==> config.mk <==
export PLATFORM = sky130hd
export DESIGN_NAME = flag_alu
export DESIGN_NICKNAME = d
export VERILOG_FILES = /design/src/rtl/flag_alu_pkg.sv /design/src/rtl/flag_alu_decode.sv /design/src/rtl/flag_alu_arith.sv /design/src/rtl/flag_alu_bits.sv /design/src/rtl/flag_alu.sv
export SDC_FILE = /design/constraint.sdc
export NUM_CORES = 1
export LEC_CHECK = 0
export BUFFER_PORTS_ARGS = -buffer_cell sky130_fd_sc_hd__buf_2
export CORE_ASPECT_RATIO = 0.75
export CORE_MARGIN = 2
export CORE_UTILIZATION = 55
export DETAILED_ROUTE_END_ITERATION = 8
export PLACE_DENSITY = 0.76
export SYNTH_ARGS = -nofsm -noshare
export SYNTH_HDL_FRONTEND = slang
export SYNTH_SLANG_ARGS = --single-unit
==> constraint.sdc <==
create_clock -name clk -period 8.3 [get_ports clk]
set_input_delay 0.415 -clock clk [delete_from_list [all_inputs] [get_ports clk]]
set_output_delay 0.415 -clock clk [all_outputs]
set_load 0.02 [all_outputs]
==> src/rtl/flag_alu_pkg.sv <==
package flag_alu_pkg;

    localparam int OP_W = 4;
    localparam int OP_N = 1 << OP_W;

    typedef enum logic [OP_W-1:0] {
        OP_PASS_A = 4'h0,
        OP_ROL_B  = 4'h1,
        OP_SUB    = 4'h2,
        OP_PASS_B = 4'h3,
        OP_INC_A  = 4'h4,
        OP_DEC_A  = 4'h5,
        OP_INC_B  = 4'h6,
        OP_ADD    = 4'h7,
        OP_DEC_B  = 4'h8,
        OP_OR     = 4'h9,
        OP_ROR_A  = 4'hA,
        OP_AND    = 4'hB,
        OP_XOR    = 4'hC,
        OP_MAX    = 4'hD,
        OP_NEG_B  = 4'hE,
        OP_NEG_A  = 4'hF
    } op_e;

    // first adder leg source
    typedef enum logic [1:0] {
        X_OPER = 2'd0,
        X_ZERO = 2'd1,
        X_ONES = 2'd2
    } xsel_e;

    // swap: first leg takes B and second leg takes A
    typedef struct packed {
        logic  swap;
        xsel_e xsel;
        logic  yinv;
        logic  cin;
    } route_t;

    function automatic logic is_arith(input logic [OP_N-1:0] hot);
        return hot[OP_SUB] | hot[OP_INC_A] | hot[OP_DEC_A] | hot[OP_INC_B] |
               hot[OP_ADD] | hot[OP_DEC_B] | hot[OP_NEG_B] | hot[OP_NEG_A];
    endfunction

    function automatic route_t route_for(input logic [OP_N-1:0] hot);
        route_t rt;
        rt.swap = hot[OP_INC_A] | hot[OP_DEC_A] | hot[OP_NEG_A];
        rt.xsel = X_OPER;
        if (hot[OP_INC_A] | hot[OP_INC_B] | hot[OP_NEG_A] | hot[OP_NEG_B])
            rt.xsel = X_ZERO;
        if (hot[OP_DEC_A] | hot[OP_DEC_B])
            rt.xsel = X_ONES;
        rt.yinv = hot[OP_SUB] | hot[OP_NEG_A] | hot[OP_NEG_B];
        rt.cin  = rt.yinv | hot[OP_INC_A] | hot[OP_INC_B];
        return rt;
    endfunction

endpackage

==> src/rtl/flag_alu_decode.sv <==
module flag_alu_decode
    import flag_alu_pkg::*;
(
    input  logic [OP_W-1:0] op,
    output logic [OP_N-1:0] hot
);
    for (genvar i = 0; i < OP_N; i++) begin : g_line
        assign hot[i] = (op == OP_W'(i));
    end
endmodule

==> src/rtl/flag_alu_arith.sv <==
module flag_alu_arith
    import flag_alu_pkg::*;
#(
    parameter int W = 4
) (
    input  logic [W-1:0] a,
    input  logic [W-1:0] b,
    input  route_t       rt,
    input  logic         en,
    output logic [W-1:0] r,
    output logic         c,
    output logic         v
);
    localparam int MSB = W - 1;

    logic [W-1:0] p, q, x, y, sum;

    assign p = rt.swap ? b : a;
    assign q = rt.swap ? a : b;

    always_comb begin
        unique case (rt.xsel)
            X_ZERO:  x = '0;
            X_ONES:  x = '1;
            default: x = p;
        endcase
    end

    assign y   = rt.yinv ? ~q : q;
    assign sum = x + y + {{(W-1){1'b0}}, rt.cin};

    // both legs non-negative with negative sum: above range
    assign c = en & ~x[MSB] & ~y[MSB] &  sum[MSB];
    // both legs negative with non-negative sum: below range
    assign v = en &  x[MSB] &  y[MSB] & ~sum[MSB];
    assign r = {sum[MSB] ^ c, sum[MSB-1:0]};
endmodule

==> src/rtl/flag_alu_bits.sv <==
module flag_alu_bits #(
    parameter int W = 4
) (
    input  logic [W-1:0] a,
    input  logic [W-1:0] b,
    output logic [W-1:0] rol_b,
    output logic [W-1:0] ror_a,
    output logic [W-1:0] or_ab,
    output logic [W-1:0] and_ab,
    output logic [W-1:0] xor_ab,
    output logic [W-1:0] max_ab
);
    assign rol_b  = {b[W-2:0], b[W-1]};
    assign ror_a  = {a[0], a[W-1:1]};
    assign or_ab  = a | b;
    assign and_ab = a & b;
    assign xor_ab = a ^ b;
    assign max_ab = (a >= b) ? a : b;
endmodule

==> src/rtl/flag_alu.sv <==
module flag_alu
    import flag_alu_pkg::*;
#(
    parameter int W = 4
) (
    input  logic              clk,
    input  logic              rst,
    input  logic [W-1:0]      a_i,
    input  logic [W-1:0]      b_i,
    input  logic [OP_W-1:0]   s_i,
    output logic [W-1:0]      r_o,
    output logic              c_o,
    output logic              v_o
);
    logic [W-1:0]    a_q, b_q;
    logic [OP_W-1:0] s_q;
    logic [OP_N-1:0] hot;
    route_t          rt;
    logic            arith_en;
    logic [W-1:0]    ar_r;
    logic            ar_c, ar_v;
    logic [W-1:0]    rol_b, ror_a, or_ab, and_ab, xor_ab, max_ab;
    logic [W-1:0]    sel_r;

    always_ff @(posedge clk) begin
        if (rst) begin
            a_q <= '0;
            b_q <= '0;
            s_q <= '0;
        end else begin
            a_q <= a_i;
            b_q <= b_i;
            s_q <= s_i;
        end
    end

    flag_alu_decode u_dec (.op(s_q), .hot(hot));

    assign rt       = route_for(hot);
    assign arith_en = is_arith(hot);

    flag_alu_arith #(.W(W)) u_arith (
        .a(a_q), .b(b_q), .rt(rt), .en(arith_en),
        .r(ar_r), .c(ar_c), .v(ar_v)
    );

    flag_alu_bits #(.W(W)) u_bits (
        .a(a_q), .b(b_q),
        .rol_b(rol_b), .ror_a(ror_a), .or_ab(or_ab),
        .and_ab(and_ab), .xor_ab(xor_ab), .max_ab(max_ab)
    );

    // one-hot AND-OR output selector
    assign sel_r = ({W{arith_en}}        & ar_r)
                 | ({W{hot[OP_PASS_A]}}  & a_q)
                 | ({W{hot[OP_PASS_B]}}  & b_q)
                 | ({W{hot[OP_ROL_B]}}   & rol_b)
                 | ({W{hot[OP_ROR_A]}}   & ror_a)
                 | ({W{hot[OP_OR]}}      & or_ab)
                 | ({W{hot[OP_AND]}}     & and_ab)
                 | ({W{hot[OP_XOR]}}     & xor_ab)
                 | ({W{hot[OP_MAX]}}     & max_ab);

    always_ff @(negedge clk) begin
        if (rst) begin
            r_o <= '0;
            c_o <= 1'b0;
            v_o <= 1'b0;
        end else begin
            r_o <= sel_r;
            c_o <= ar_c;
            v_o <= ar_v;
        end
    end
endmodule

=== After elaboration in Yosys (flattened, before gate mapping) ===
Index checks and enable logic that the tools add are counted.
Widths: inputs -> output; s select.

* Logic and storage cells: 82
* Bits in registers: 18

* Add/sub/neg operators: 2
* Mux-type cells: 7
* Reductions and logical operators: 1
* Eq/ne operators: 17
* Magnitude comparators: 1
* Bitwise gates (word level): 48

{| class="wikitable"
|+ Operators by type and width
! kind !! count
|-
| $and 4x4->4 || 10
|-
| $or 4x4->4 || 9
|-
| $eq 4x4->1 const B || 8
|-
| $or 1x1->1 || 17
|-
| $eq 4x3->1 const B || 4
|-
| $mux 4 || 4
|-
| $eq 4x2->1 const B || 2
|-
| $pmux 4 s2 || 1
|-
| $and 1x1->1 || 6
|-
| $add 4x1->4 || 1
|-
| $add 4x4->4 || 1
|-
| $eq 4x1->1 const B || 1
|-
| $ge 4x4->1 || 1
|-
| $logic_not 4->1 || 1
|-
| $not 4->4 || 1
|-
| $xor 4x4->4 || 1
|-
| $not 1->1 || 3
|-
| $eq 2x1->1 const B || 1
|-
| $eq 2x2->1 const B || 1
|-
| $mux 2 || 1
|-
| $mux 1 || 1
|-
| $xor 1x1->1 || 1
|}

=== Depth between registers and ports, before layout ===
Gate-level depths: netlist (run 1).

* Word-level depth: 22
* Depth in mapped cells: 13

=== Modules after synthesis ===
A second synthesis (run 1) with hierarchy kept.

* Cell total of the unflattened synthesis: 174
* Area total of the unflattened synthesis: 1611.5 um2

{| class="wikitable"
|+ Modules (own cells, without submodules)
! module !! times used !! cells an instance !! area an instance (um2)
|-
| flag_alu || 1 || 69 || 710.7
|-
| flag_alu_arith || 1 || 44 || 349.1
|-
| flag_alu_bits || 1 || 41 || 325.3
|-
| flag_alu_decode || 1 || 20 || 226.5
|}

==> flow_summary.json, run 1 <==
{
  "stdcell_count": 270,
  "drt-vias-per-instance": 6.10,
  "postCtsHoldBufs": 0,
  "io_pins": 20,
  "clock_latency_ns": 0.33,
  "die_h_um": 52.0,
  "syn_area_um2": 1690,
  "crit_start": "s_q[2]$_SDFF_PP0_",
  "grt_pass1_vias": 1351,
  "worstHoldPathType": "in2reg",
  "hold_viol": 0,
  "setup_viol": 0,
  "synth.area.mux_share_pct": 2.97,
  "cts_resized": 0,
  "grt_pass1_wl_um": 6730,
  "ys_async_sr_fraction_pct": 0,
  "cp_common_cell": "fa_1",
  "slowest_delay_ns": 1.01,
  "die_area_um2": 3530,
  "wirelength_um": 4120,
  "clockBufferDepth": 2,
  "cts_buffers": 3,
  "syn_area_per_cell_um2": 7.64,
  "post-place-cells": 261,
  "end_kind": "register",
  "yosys.area.top_type": "dfxtp_1",
  "path_class": "reg2reg",
  "antenna_cells": 0,
  "worstMarginPinSlew_ns": 1.04,
  "initial_core_util_pct": 57.5,
  "crit_arrival_ns": 3.46,
  "antenna_found_initial": 0,
  "path_clk_slew_ns": 0.09,
  "slowest_stage": "dfxtp_1",
  "postCtsSetupRepairBufs": 0,
  "synth.area.top_cells": "dfxtp_1 (21%), ha_1 (10%), nor2b_1 (7.4%)",
  "fillCellCount": 274,
  "synth.top_cell.area_share_pct": 21.3,
  "hp-start": "s_i[1]",
  "grt_overflow": 0,
  "htreeDepth": 1,
  "p_leak_nw": 0.784,
  "syn_to_final_growth_pct": 9.71,
  "wl_per_cell_um": 15.2,
  "synth_cells": 221,
  "seq_area_frac_synth_pct": 21.3,
  "synth_compound_area_share_pct": 27.4,
  "yosys_warnings": 0,
  "grt_use_total_pct": 25.4,
  "r2r_slack_ns": 0.91,
  "power_density_nw_per_um2": 154,
  "crit_required_ns": 4.37,
  "drive_gt1_share_pct": 13.8,
  "slew_viol_final": 0,
  "worstPathCellList": "nand3_1, o22ai_1, a222oi_1, a21boi_0, fa_1, fa_1, nor2_1, o31a_1",
  "max-slew-margin-rel_pct": 30.7,
  "cts-root-buf": "clkbuf_8",
  "synthDistinctLibCells": 50,
  "crit_family": "flip-flops",
  "clock_skew_ns": 0.0759,
  "status": "complete, no violations",
  "drtIter0Drc": 240,
  "rsz0062_at_grt": "no",
  "critPathLaunchType": "register",
  "maxCapViolations": 0,
  "dpl.hpwl_um": 2950,
  "firstDrtPassIters": 6,
  "synth_xor_area_share_pct": 1.56,
  "crit_buf_inv": 0,
  "cts.sinks": 18,
  "num-nets-final": 263,
  "synth-seq-cells": 18,
  "crit_fanout": 34,
  "vias": 1646,
  "synth_fp_nets": 251,
  "synth_ff_type": "dfxtp_1",
  "grt_max_degree": 35,
  "rows": 17,
  "postLayoutCoreUtil_pct": 63.1,
  "yosys.area_share.simple_pct": 25.2,
  "synth-adder-area-share_pct": 12.8,
  "antenna_left": 0,
  "synth_top_family_by_area": "compound AO/OA/AOI/OAI gates",
  "io_buffers": 19,
  "peakVddDrop_v": 0.0000956,
  "r2r-start": "s_q[2]$_SDFF_PP0_",
  "final.setup.tns_ns": 0,
  "cts_tree": "yes",
  "drt_drc_violations_left": 0,
  "design.core.area_um2": 2940,
  "place.gp.congestion": 0.948,
  "synth_edf_count": 0,
  "die_w_um": 68.0,
  "power_mw": 0.285
}
-- synthesized netlist by cell type, types with 3 or more instances --
cell and n:
a21oi_1 13, o21ai_0 13, nand2_1 13, ha_1 14
nand3_1 12, a21o_1 6, buf_2 7, o22ai_1 8
nor2b_1 20, a222oi_1 3, clkbuf_1 10, nor2_1 9
inv_1 15, dfxtp_1 18, a31oi_1 3, mux2i_1 5
and3_1 3, nor3_1 4
-- kinds of logic (layout without fill, tap and decap cells) --
group | count (synthesis) | count (layout)
buffers and inverters | 35 | 46
AO/OA/AOI/OAI | 67 | 67
adder cells (fa/ha/maj) | 16 | 16
flip-flops | 18 | 18
XOR/XNOR | 3 | 3
AND/OR/NAND/NOR | 77 | 77
multiplexers | 5 | 5
-- report_power, final --
| group | switching (mW) | internal [mW] | leakage [nW] |
|---|---|---|---|
| clock | 0.0411 | 0.0682 | 0.0677 |
| combinational | 0.0379 | 0.0322 | 0.568 |
| sequential | 0.0130 | 0.0926 | 0.149 |
-- metrics by stage --
stage                     setup WS [ns]  hold slack (ns)  cell area (um2)
final                             0.909            0.345             1850
after global routing              0.645            0.354             1850
after CTS                          1.00            0.351             1850
after detailed placement          0.953            0.628             1760
after global placement             1.01            0.623             1760
after floorplan                    1.34            0.543             1690
-- flip-flops by register name (all words and copies together) (netlist names) --
name / cells
a_q: 4
b_q: 4
v_o: 1
r_o: 4
s_q: 4
c_o: 1
-- path summary, 6_finish.rpt --
path,to,cells past startpoint
hold / removal,s_q[1]$_SDFF_PP0_,2
setup reg to reg,r_o[1]$_SDFF_NP0_,8
setup / recovery,r_o[1]$_SDFF_NP0_,8
hold reg to reg,r_o[0]$_SDFF_NP0_,2
-- area by class of cell --
cell class | instances | area, um2 | area share [%]
Multi-Input combinational cell | 168 | 1180 | 63.7
Sequential cell | 18 | 360 | 19.5
Timing Repair Buffer | 22 | 118 | 6.35
Clock inverter | 7 | 52.6 | 2.84
Inverter | 14 | 52.6 | 2.84
Tap cell | 38 | 47.5 | 2.57
Clock buffer | 3 | 41.3 | 2.23
-- metal layers --
layer	vias up	wire length (um)	global-route usage (%)
met1	725	1930	39.0
li1	819	-	-
met5	-	0	0
met4	0	32	2.00
met2	94	1710	37.4
met3	8	445	5.63
-- worst reg2reg max path: stages (launching register included) --
cell and delay (ns):
dfxtp_1 1.01, nand3_1 0.38, o22ai_1 0.21, a222oi_1 0.09, a21boi_0 0.17, fa_1 0.50, fa_1 0.49, nor2_1 0.04
o31a_1 0.30
-- cell usage in the layout (no fill, tap or decap), types with 3 or more instances in the layout --
master	netlist	layout
o21ai_0	13	13
nand2_1	13	13
o22ai_1	8	8
a222oi_1	3	3
nor2b_1	20	20
ha_1	14	14
a21o_1	6	6
clkbuf_8	0	3
buf_4	0	3
mux2i_1	5	5
dfxtp_1	18	18
a21oi_1	13	13
and3_1	3	3
nor2_1	9	9
buf_2	7	19
a31oi_1	3	3
nand3_1	12	12
nor3_1	4	4
inv_1	15	20
Power figures use the tool's default switching activity.
==> run 2, diff against run 1 <==
--- a/config.mk
+++ b/config.mk
@@ -13,4 +13,5 @@
 export PLACE_DENSITY = 0.76
 export SYNTH_ARGS = -nofsm -noshare
 export SYNTH_HDL_FRONTEND = slang
+export SYNTH_HIERARCHICAL = 1
 export SYNTH_SLANG_ARGS = --single-unit
==> run 2 against run 1 <==
Effect of this change: non-clock buffer count down 3; count of clock-buffer cells in the layout rose by 1; critical endpoint is now r_o[3]$_SDFF_NP0_; clock power fell by 33%; largest power group is now registers.
==> flow_summary.json, run 2 <==
{
  "r2r_end": "r_o[3]$_SDFF_NP0_",
  "path_clk_slew_ns": 0.07,
  "synth.top_cell.area_share_pct": 22.4,
  "cts.sinks": 18,
  "yosys.area_share.simple_pct": 24.0,
  "postCtsSetupRepairBufs": 0,
  "p_leak_nw": 0.775,
  "maxCapViolations": 0,
  "grt_overflow": 0,
  "grt_pass1_wl_um": 5350,
  "die_w_um": 66.5,
  "num-nets-final": 220,
  "cts_resized": 0,
  "netlist_top_cells_count": "inv_1 (22), dfxtp_1 (18), ha_1 (15), nor2b_1 (15)",
  "crit_required_ns": 4.40,
  "end_kind": "register",
  "antenna_cells": 0,
  "yosys_warnings": 6,
  "clockPowerShare_pct": 28.8,
  "critPathLaunchType": "register",
  "yosys.area.top_type": "dfxtp_1",
  "power_mw": 0.254,
  "drtIter0Drc": 93,
  "synth_cells": 174,
  "io_pins": 20,
  "synth_ff_type": "dfxtp_1",
  "place.gp.congestion": 0.893,
  "clockBufferDepth": 2,
  "setup_viol": 0,
  "synth_xor_area_share_pct": 2.72,
  "fin_area_um2": 1710,
  "slew_viol_final": 0,
  "postCtsHoldBufs": 0,
  "final_cell_mix": "inv_1 (27), buf_2 (19), dfxtp_1 (18)",
  "pre_cts_ws_ns": 0.542,
  "design.core.area_um2": 2700,
  "final.setup.tns_ns": 0,
  "drt-vias-per-instance": 5.84,
  "crit_arrival_ns": 3.84,
  "worstHoldPathType": "in2reg",
  "synth-adder-area-share_pct": 14.1,
  "synth.area.top_cells": "dfxtp_1 (22%), ha_1 (12%), mux2i_1 (7.5%)",
  "cts_tree": "yes",
  "firstDrtPassIters": 4,
  "syn_area_um2": 1610,
  "wl_per_cell_um": 14.6,
  "synth.most_common_cell": "inv_1",
  "worstMarginPinSlew_ns": 0.510,
  "crit_start": "s_q[3]$_SDFF_PP0_",
  "rsz0062_at_grt": "no",
  "htreeDepth": 1,
  "die_area_um2": 3380,
  "syn_area_per_cell_um2": 9.26,
  "wirelength_um": 3260,
  "switching_power_mw": 0.0862,
  "synth-seq-cells": 18,
  "r2r_slack_ns": 0.56,
  "power_density_nw_per_um2": 148,
  "r2r-start": "s_q[3]$_SDFF_PP0_",
  "clock_latency_ns": 0.32,
  "layout_commonest_cell": "inv_1",
  "place_area_um2": 1650,
  "cts-root-buf": "clkbuf_8",
  "p_comb_share_pct": 30.9,
  "swShare_pct": 34.0,
  "grt_use_total_pct": 20.9,
  "grt_pass1_vias": 1182,
  "max-slew-margin-rel_pct": 66.0,
  "rows": 16,
  "drt_drc_violations_left": 0,
  "ys_async_sr_fraction_pct": 0,
  "dpl.hpwl_um": 2530,
  "syn_to_final_growth_pct": 6.13,
  "status": "complete, no violations",
  "hold_viol": 0,
  "reg2reg_depth": 15,
  "synth.area.mux_share_pct": 7.45,
  "initial_core_util_pct": 59.6,
  "antenna_left": 0,
  "seqPwrFrac_pct": 40.3,
  "fillCellCount": 213,
  "endpoint": "r_o[3]$_SDFF_NP0_",
  "io_buffers": 19,
  "synth_top_family_by_area": "simple AND/OR/NAND/NOR gates",
  "vias": 1309,
  "die_h_um": 50.9,
  "crit_fanout": 16,
  "synth_edf_count": 0,
  "drive_gt1_share_pct": 21.3,
  "peakVddDrop_v": 0.000115,
  "setup_ws_ns": 0.561,
  "path_class": "reg2reg",
  "cts_buffers": 3,
  "seq_area_frac_synth_pct": 22.4,
  "clock_skew_ns": 0.0742,
  "synthDistinctLibCells": 38,
  "grt_max_degree": 19,
  "synth_fp_nets": 205,
  "intPower_mw": 0.168,
  "synth_compound_area_share_pct": 17.7,
  "antenna_found_initial": 0
}
-- run 2: critical path: stages, from the launching register on --
cell and delay (ns):
dfxtp_1 0.62, and4bb_2 0.31, or2_2 0.29, a21oi_1 0.12
inv_1 0.06, ha_1 0.36, nor2_1 0.27, a21o_1 0.17
inv_1 0.06, ha_1 0.26, nor2b_1 0.14, o21a_1 0.18
or3_1 0.30, a32oi_1 0.20, o21ai_1 0.09, a31oi_1 0.15
-- run 2: power by group through the flow --
stage | combinational (mW) | sequential (mW) | clock, mW
after floorplan | 0.0623 | 0.103 | 0.00523
after global placement | 0.0737 | 0.103 | 0.00523
after detailed placement | 0.0769 | 0.104 | 0.00523
after CTS | 0.0776 | 0.102 | 0.0741
after global routing | 0.0856 | 0.103 | 0.0811
final | 0.0784 | 0.102 | 0.0732
-- run 2: how the worst min path moves through the flow --
stage / endpoint / depth (start not counted) / start
floorplan: a_q[3]$_SDFF_PP0_ / 1 / rst
global placement: a_q[0]$_SDFF_PP0_ / 2 / a_i[0]
detailed placement: a_q[0]$_SDFF_PP0_ / 2 / a_i[0]
CTS: b_q[0]$_SDFF_PP0_ / 2 / b_i[0]
global route: s_q[3]$_SDFF_PP0_ / 2 / s_i[3]
finish: b_q[2]$_SDFF_PP0_ / 2 / b_i[2]
-- run 2: cell type report --
type / instances / area, um2 / area share (%)
sequential: 18 / 360 / 21.1
inverter: 21 / 78.8 / 4.61
clock inverter: 6 / 22.5 / 1.32
timing repair buffer: 19 / 95.1 / 5.56
multi-input combinational: 120 / 1060 / 62.2
tap: 36 / 45.0 / 2.63
clock buffer: 4 / 45.0 / 2.63
-- run 2: cells by family after synthesis --
family / Yosys count
simple gates: 47
compound gates: 39
buf+inv: 36
flops: 18
fa+ha+maj: 17
mux: 12
xor+xnor: 5
-- run 2: layer usage --
layer,part of all wire (%),track usage (%)
met5,0,0
met4,1.4,7.82
met3,7.0,4.63
met2,47,34.3
met1,45,26.8
-- run 2: metrics by stage --
step	instances	hold WS (ns)	util [%]
final	224	0.364	63.3
after global routing	224	0.376	63.3
after CTS	224	0.367	63.3
after detailed placement	215	0.627	60.9
after global placement	215	0.622	60.9
after floorplan	174	0.487	-
==> run 3, diff against run 2 <==
--- a/config.mk
+++ b/config.mk
@@ -5,6 +5,7 @@
 export SDC_FILE = /design/constraint.sdc
 export NUM_CORES = 1
 export LEC_CHECK = 0
+export ABC_AREA = 1
 export BUFFER_PORTS_ARGS = -buffer_cell sky130_fd_sc_hd__buf_2
 export CORE_ASPECT_RATIO = 0.75
 export CORE_MARGIN = 2
==> run 3 against run 2 <==
Effect of this change: core utilization down 0.67 points; count of clock-buffer cells in the layout unchanged; non-clock buffer count did not move; wire length grew 8.9%; die area increased by 8.1%; register-to-register slack better by 0.56 ns; final area increased by 9.8%; global-route usage rose by 0.89 points; critical path depth up 8; combinational power increased by 5.4%; worst hold slack worse by 0.0076 ns; worst setup slack better by 0.56 ns; critical path type unchanged; critical endpoint unchanged.
==> flow_summary.json, run 3 <==
{
  "drive_gt1_share_pct": 14.0,
  "end_kind": "register",
  "drt_drc_violations_left": 0,
  "postCtsHoldBufs": 0,
  "cts-root-buf": "clkbuf_8",
  "dpl.hpwl_um": 2800,
  "antenna_found_initial": 0,
  "grt_overflow": 0,
  "synth_ff_type": "dfxtp_1",
  "clockBufferDepth": 2,
  "crit_required_ns": 4.40,
  "maxCapViolations": 0,
  "worstHoldPathType": "in2reg",
  "hold_path_end": "a_q[1]$_SDFF_PP0_",
  "slowest_delay_ns": 0.46,
  "hold_viol": 0,
  "syn_area_per_cell_um2": 5.88,
  "synth.top_cell.area_share_pct": 20.6,
  "final.setup.tns_ns": 0,
  "antenna_cells": 0,
  "drtIter0Drc": 71,
  "r2r_end": "r_o[3]$_SDFF_NP0_",
  "final_cell_mix": "nand2_1 (91), inv_1 (63), nor2_1 (56)",
  "synth-seq-cells": 18,
  "design.core.area_um2": 3000,
  "r2r-start": "s_q[0]$_SDFF_PP0_",
  "slowest_stage": "ha_1",
  "critPathLaunchType": "register",
  "clock_skew_ns": 0.0764,
  "yosys.area.top_type": "dfxtp_1",
  "seq_area_frac_synth_pct": 20.6,
  "die_area_um2": 3660,
  "max-slew-margin-rel_pct": 70.7,
  "cts_buffers": 3,
  "io_buffers": 19,
  "grt_max_degree": 19,
  "die_w_um": 69.2,
  "layout_commonest_cell": "nand2_1",
  "cp_common_cell": "inv_1",
  "rows": 17,
  "cts_resized": 0,
  "netlist_top_cells_count": "nand2_1 (91), inv_1 (58), nor2_1 (56), dfxtp_1 (18), ha_1 (15)",
  "hp-start": "a_i[1]",
  "synth_cells": 298,
  "io_pins": 20,
  "vias": 1610,
  "path_class": "reg2reg",
  "place.gp.congestion": 0.897,
  "reg2reg_depth": 23,
  "synth.most_common_cell": "nand2_1",
  "worstPathCellList": "inv_1, nand2_1, nor2_1, nor2_1, inv_1, a21oi_1, inv_1, ha_1, nor2_4, a31oi_1, inv_1, ha_1, nand2_1, nand2_1, a21oi_1, inv_1, nand3_2, nand2_1, nor2_2, inv_1, nor2_1, nor2_1, nor2_1",
  "p_leak_nw": 1.13,
  "grt_use_total_pct": 21.8,
  "die_h_um": 52.9,
  "crit_arrival_ns": 3.28,
  "postCtsSetupRepairBufs": 0,
  "clock_latency_ns": 0.32,
  "holdPathStages": 3,
  "power_density_nw_per_um2": 136,
  "cts_tree": "yes",
  "crit_buf_inv": 6,
  "worstMarginPinSlew_ns": 0.438,
  "ys_async_sr_fraction_pct": 0,
  "syn_to_final_growth_pct": 7.14,
  "syn_area_um2": 1750,
  "htreeDepth": 1,
  "initial_core_util_pct": 58.4,
  "power_mw": 0.255,
  "r2r_slack_ns": 1.12,
  "grt_pass1_wl_um": 6240,
  "path_clk_slew_ns": 0.07,
  "status": "complete, no violations",
  "antenna_left": 0,
  "num-nets-final": 347,
  "synthDistinctLibCells": 26,
  "synth_fp_nets": 329,
  "yosys_warnings": 6,
  "setup_viol": 0,
  "grt_pass1_vias": 1445,
  "rsz0062_at_grt": "no",
  "drt-vias-per-instance": 4.56,
  "synth_edf_count": 0,
  "cts.sinks": 18,
  "crit_fanout": 6,
  "wl_per_cell_um": 10.1,
  "peakVddDrop_v": 0.000126,
  "crit_family": "simple AND/OR/NAND/NOR gates",
  "slew_viol_final": 0,
  "fillCellCount": 308,
  "firstDrtPassIters": 4,
  "synth.area.top_cells": "dfxtp_1 (21%), nand2_1 (19%), inv_1 (12%)",
  "wirelength_um": 3550
}
==> run 3: changes by cell type after synthesis, moves of 8 or more <==
cell	before	now
inv_1	22	58
nand2_1	2	91
nor2_1	3	56
nand2_2	0	8
mux2i_1	12	0
nor2b_1	15	0
a22o_1	8	0
nand3_1	1	9
a221oi_1	8	0
==> run 3: metrics by stage <==
| stage | area [um2] | cells | worst slack [ns] | utilization [%] | hold WS [ns] |
|---|---|---|---|---|---|
| after floorplan | 1750 | 298 | 1.38 | - | 0.522 |
| after global placement | 1810 | 344 | 1.19 | 60.5 | 0.613 |
| after detailed placement | 1810 | 344 | 1.09 | 60.5 | 0.620 |
| after CTS | 1880 | 353 | 1.13 | 62.6 | 0.357 |
| after global routing | 1880 | 353 | 0.622 | 62.6 | 0.356 |
| final | 1880 | 353 | 1.12 | 62.6 | 0.356 |
==> run 3: final cells by class <==
| type | count | area, um2 | area share, % |
|---|---|---|---|
| Multi-Input combinational cell | 208 | 1080 | 57.6 |
| Sequential cell | 18 | 360 | 19.2 |
| Inverter | 60 | 225 | 12.0 |
| Timing Repair Buffer | 19 | 95.1 | 5.06 |
| Tap cell | 38 | 47.5 | 2.53 |
| Clock buffer | 4 | 45.0 | 2.40 |
| Clock inverter | 6 | 22.5 | 1.20 |
==> run 3: cell families (layout without fill, tap and decap cells) <==
| family | Yosys count | after routing | synth area share, % |
|---|---|---|---|
| compound gates | 12 | 12 | 5.00 |
| xor+xnor | 4 | 4 | 2.00 |
| fa+ha+maj | 17 | 17 | 13.0 |
| buf+inv | 72 | 89 | 17.7 |
| flops | 18 | 18 | 20.6 |
| simple gates | 175 | 175 | 41.8 |
==> run 3: how the worst max path moves through the flow <==
stage / startpoint / end / slack, ns / depth (start not counted)
floorplan: s_q[2]$_SDFF_PP0_ / r_o[3]$_SDFF_NP0_ / 1.38 / 23
global placement: s_q[2]$_SDFF_PP0_ / r_o[3]$_SDFF_NP0_ / 1.19 / 23
detailed placement: s_q[1]$_SDFF_PP0_ / r_o[3]$_SDFF_NP0_ / 1.09 / 23
CTS: s_q[0]$_SDFF_PP0_ / r_o[3]$_SDFF_NP0_ / 1.13 / 23
global route: s_q[1]$_SDFF_PP0_ / r_o[3]$_SDFF_NP0_ / 0.62 / 23
finish: s_q[0]$_SDFF_PP0_ / r_o[3]$_SDFF_NP0_ / 1.12 / 23
==> run 3: report_power, final <==
group	internal, mW	switching, mW	leakage (nW)	total [mW]
logic	0.0311	0.0515	0.923	0.0826
clock network	0.0378	0.0354	0.0547	0.0733
registers	0.0925	0.00643	0.149	0.0990
==> run 3: layer usage <==
| layer | global-route usage (%) | vias up | part of all wire, % |
|---|---|---|---|
| li1 | - | 892 | - |
| met1 | 29.5 | 676 | 53 |
| met2 | 35.6 | 40 | 42 |
| met3 | 4.57 | 2 | 4.9 |
| met4 | 5.56 | 0 | 0.39 |
| met5 | 0 | - | 0 |
==> run 3: worst min-delay path, delay by kind of cell <==
family	cells	cell delay, ns
buf+inv	2	0.10
simple gates	1	0.06
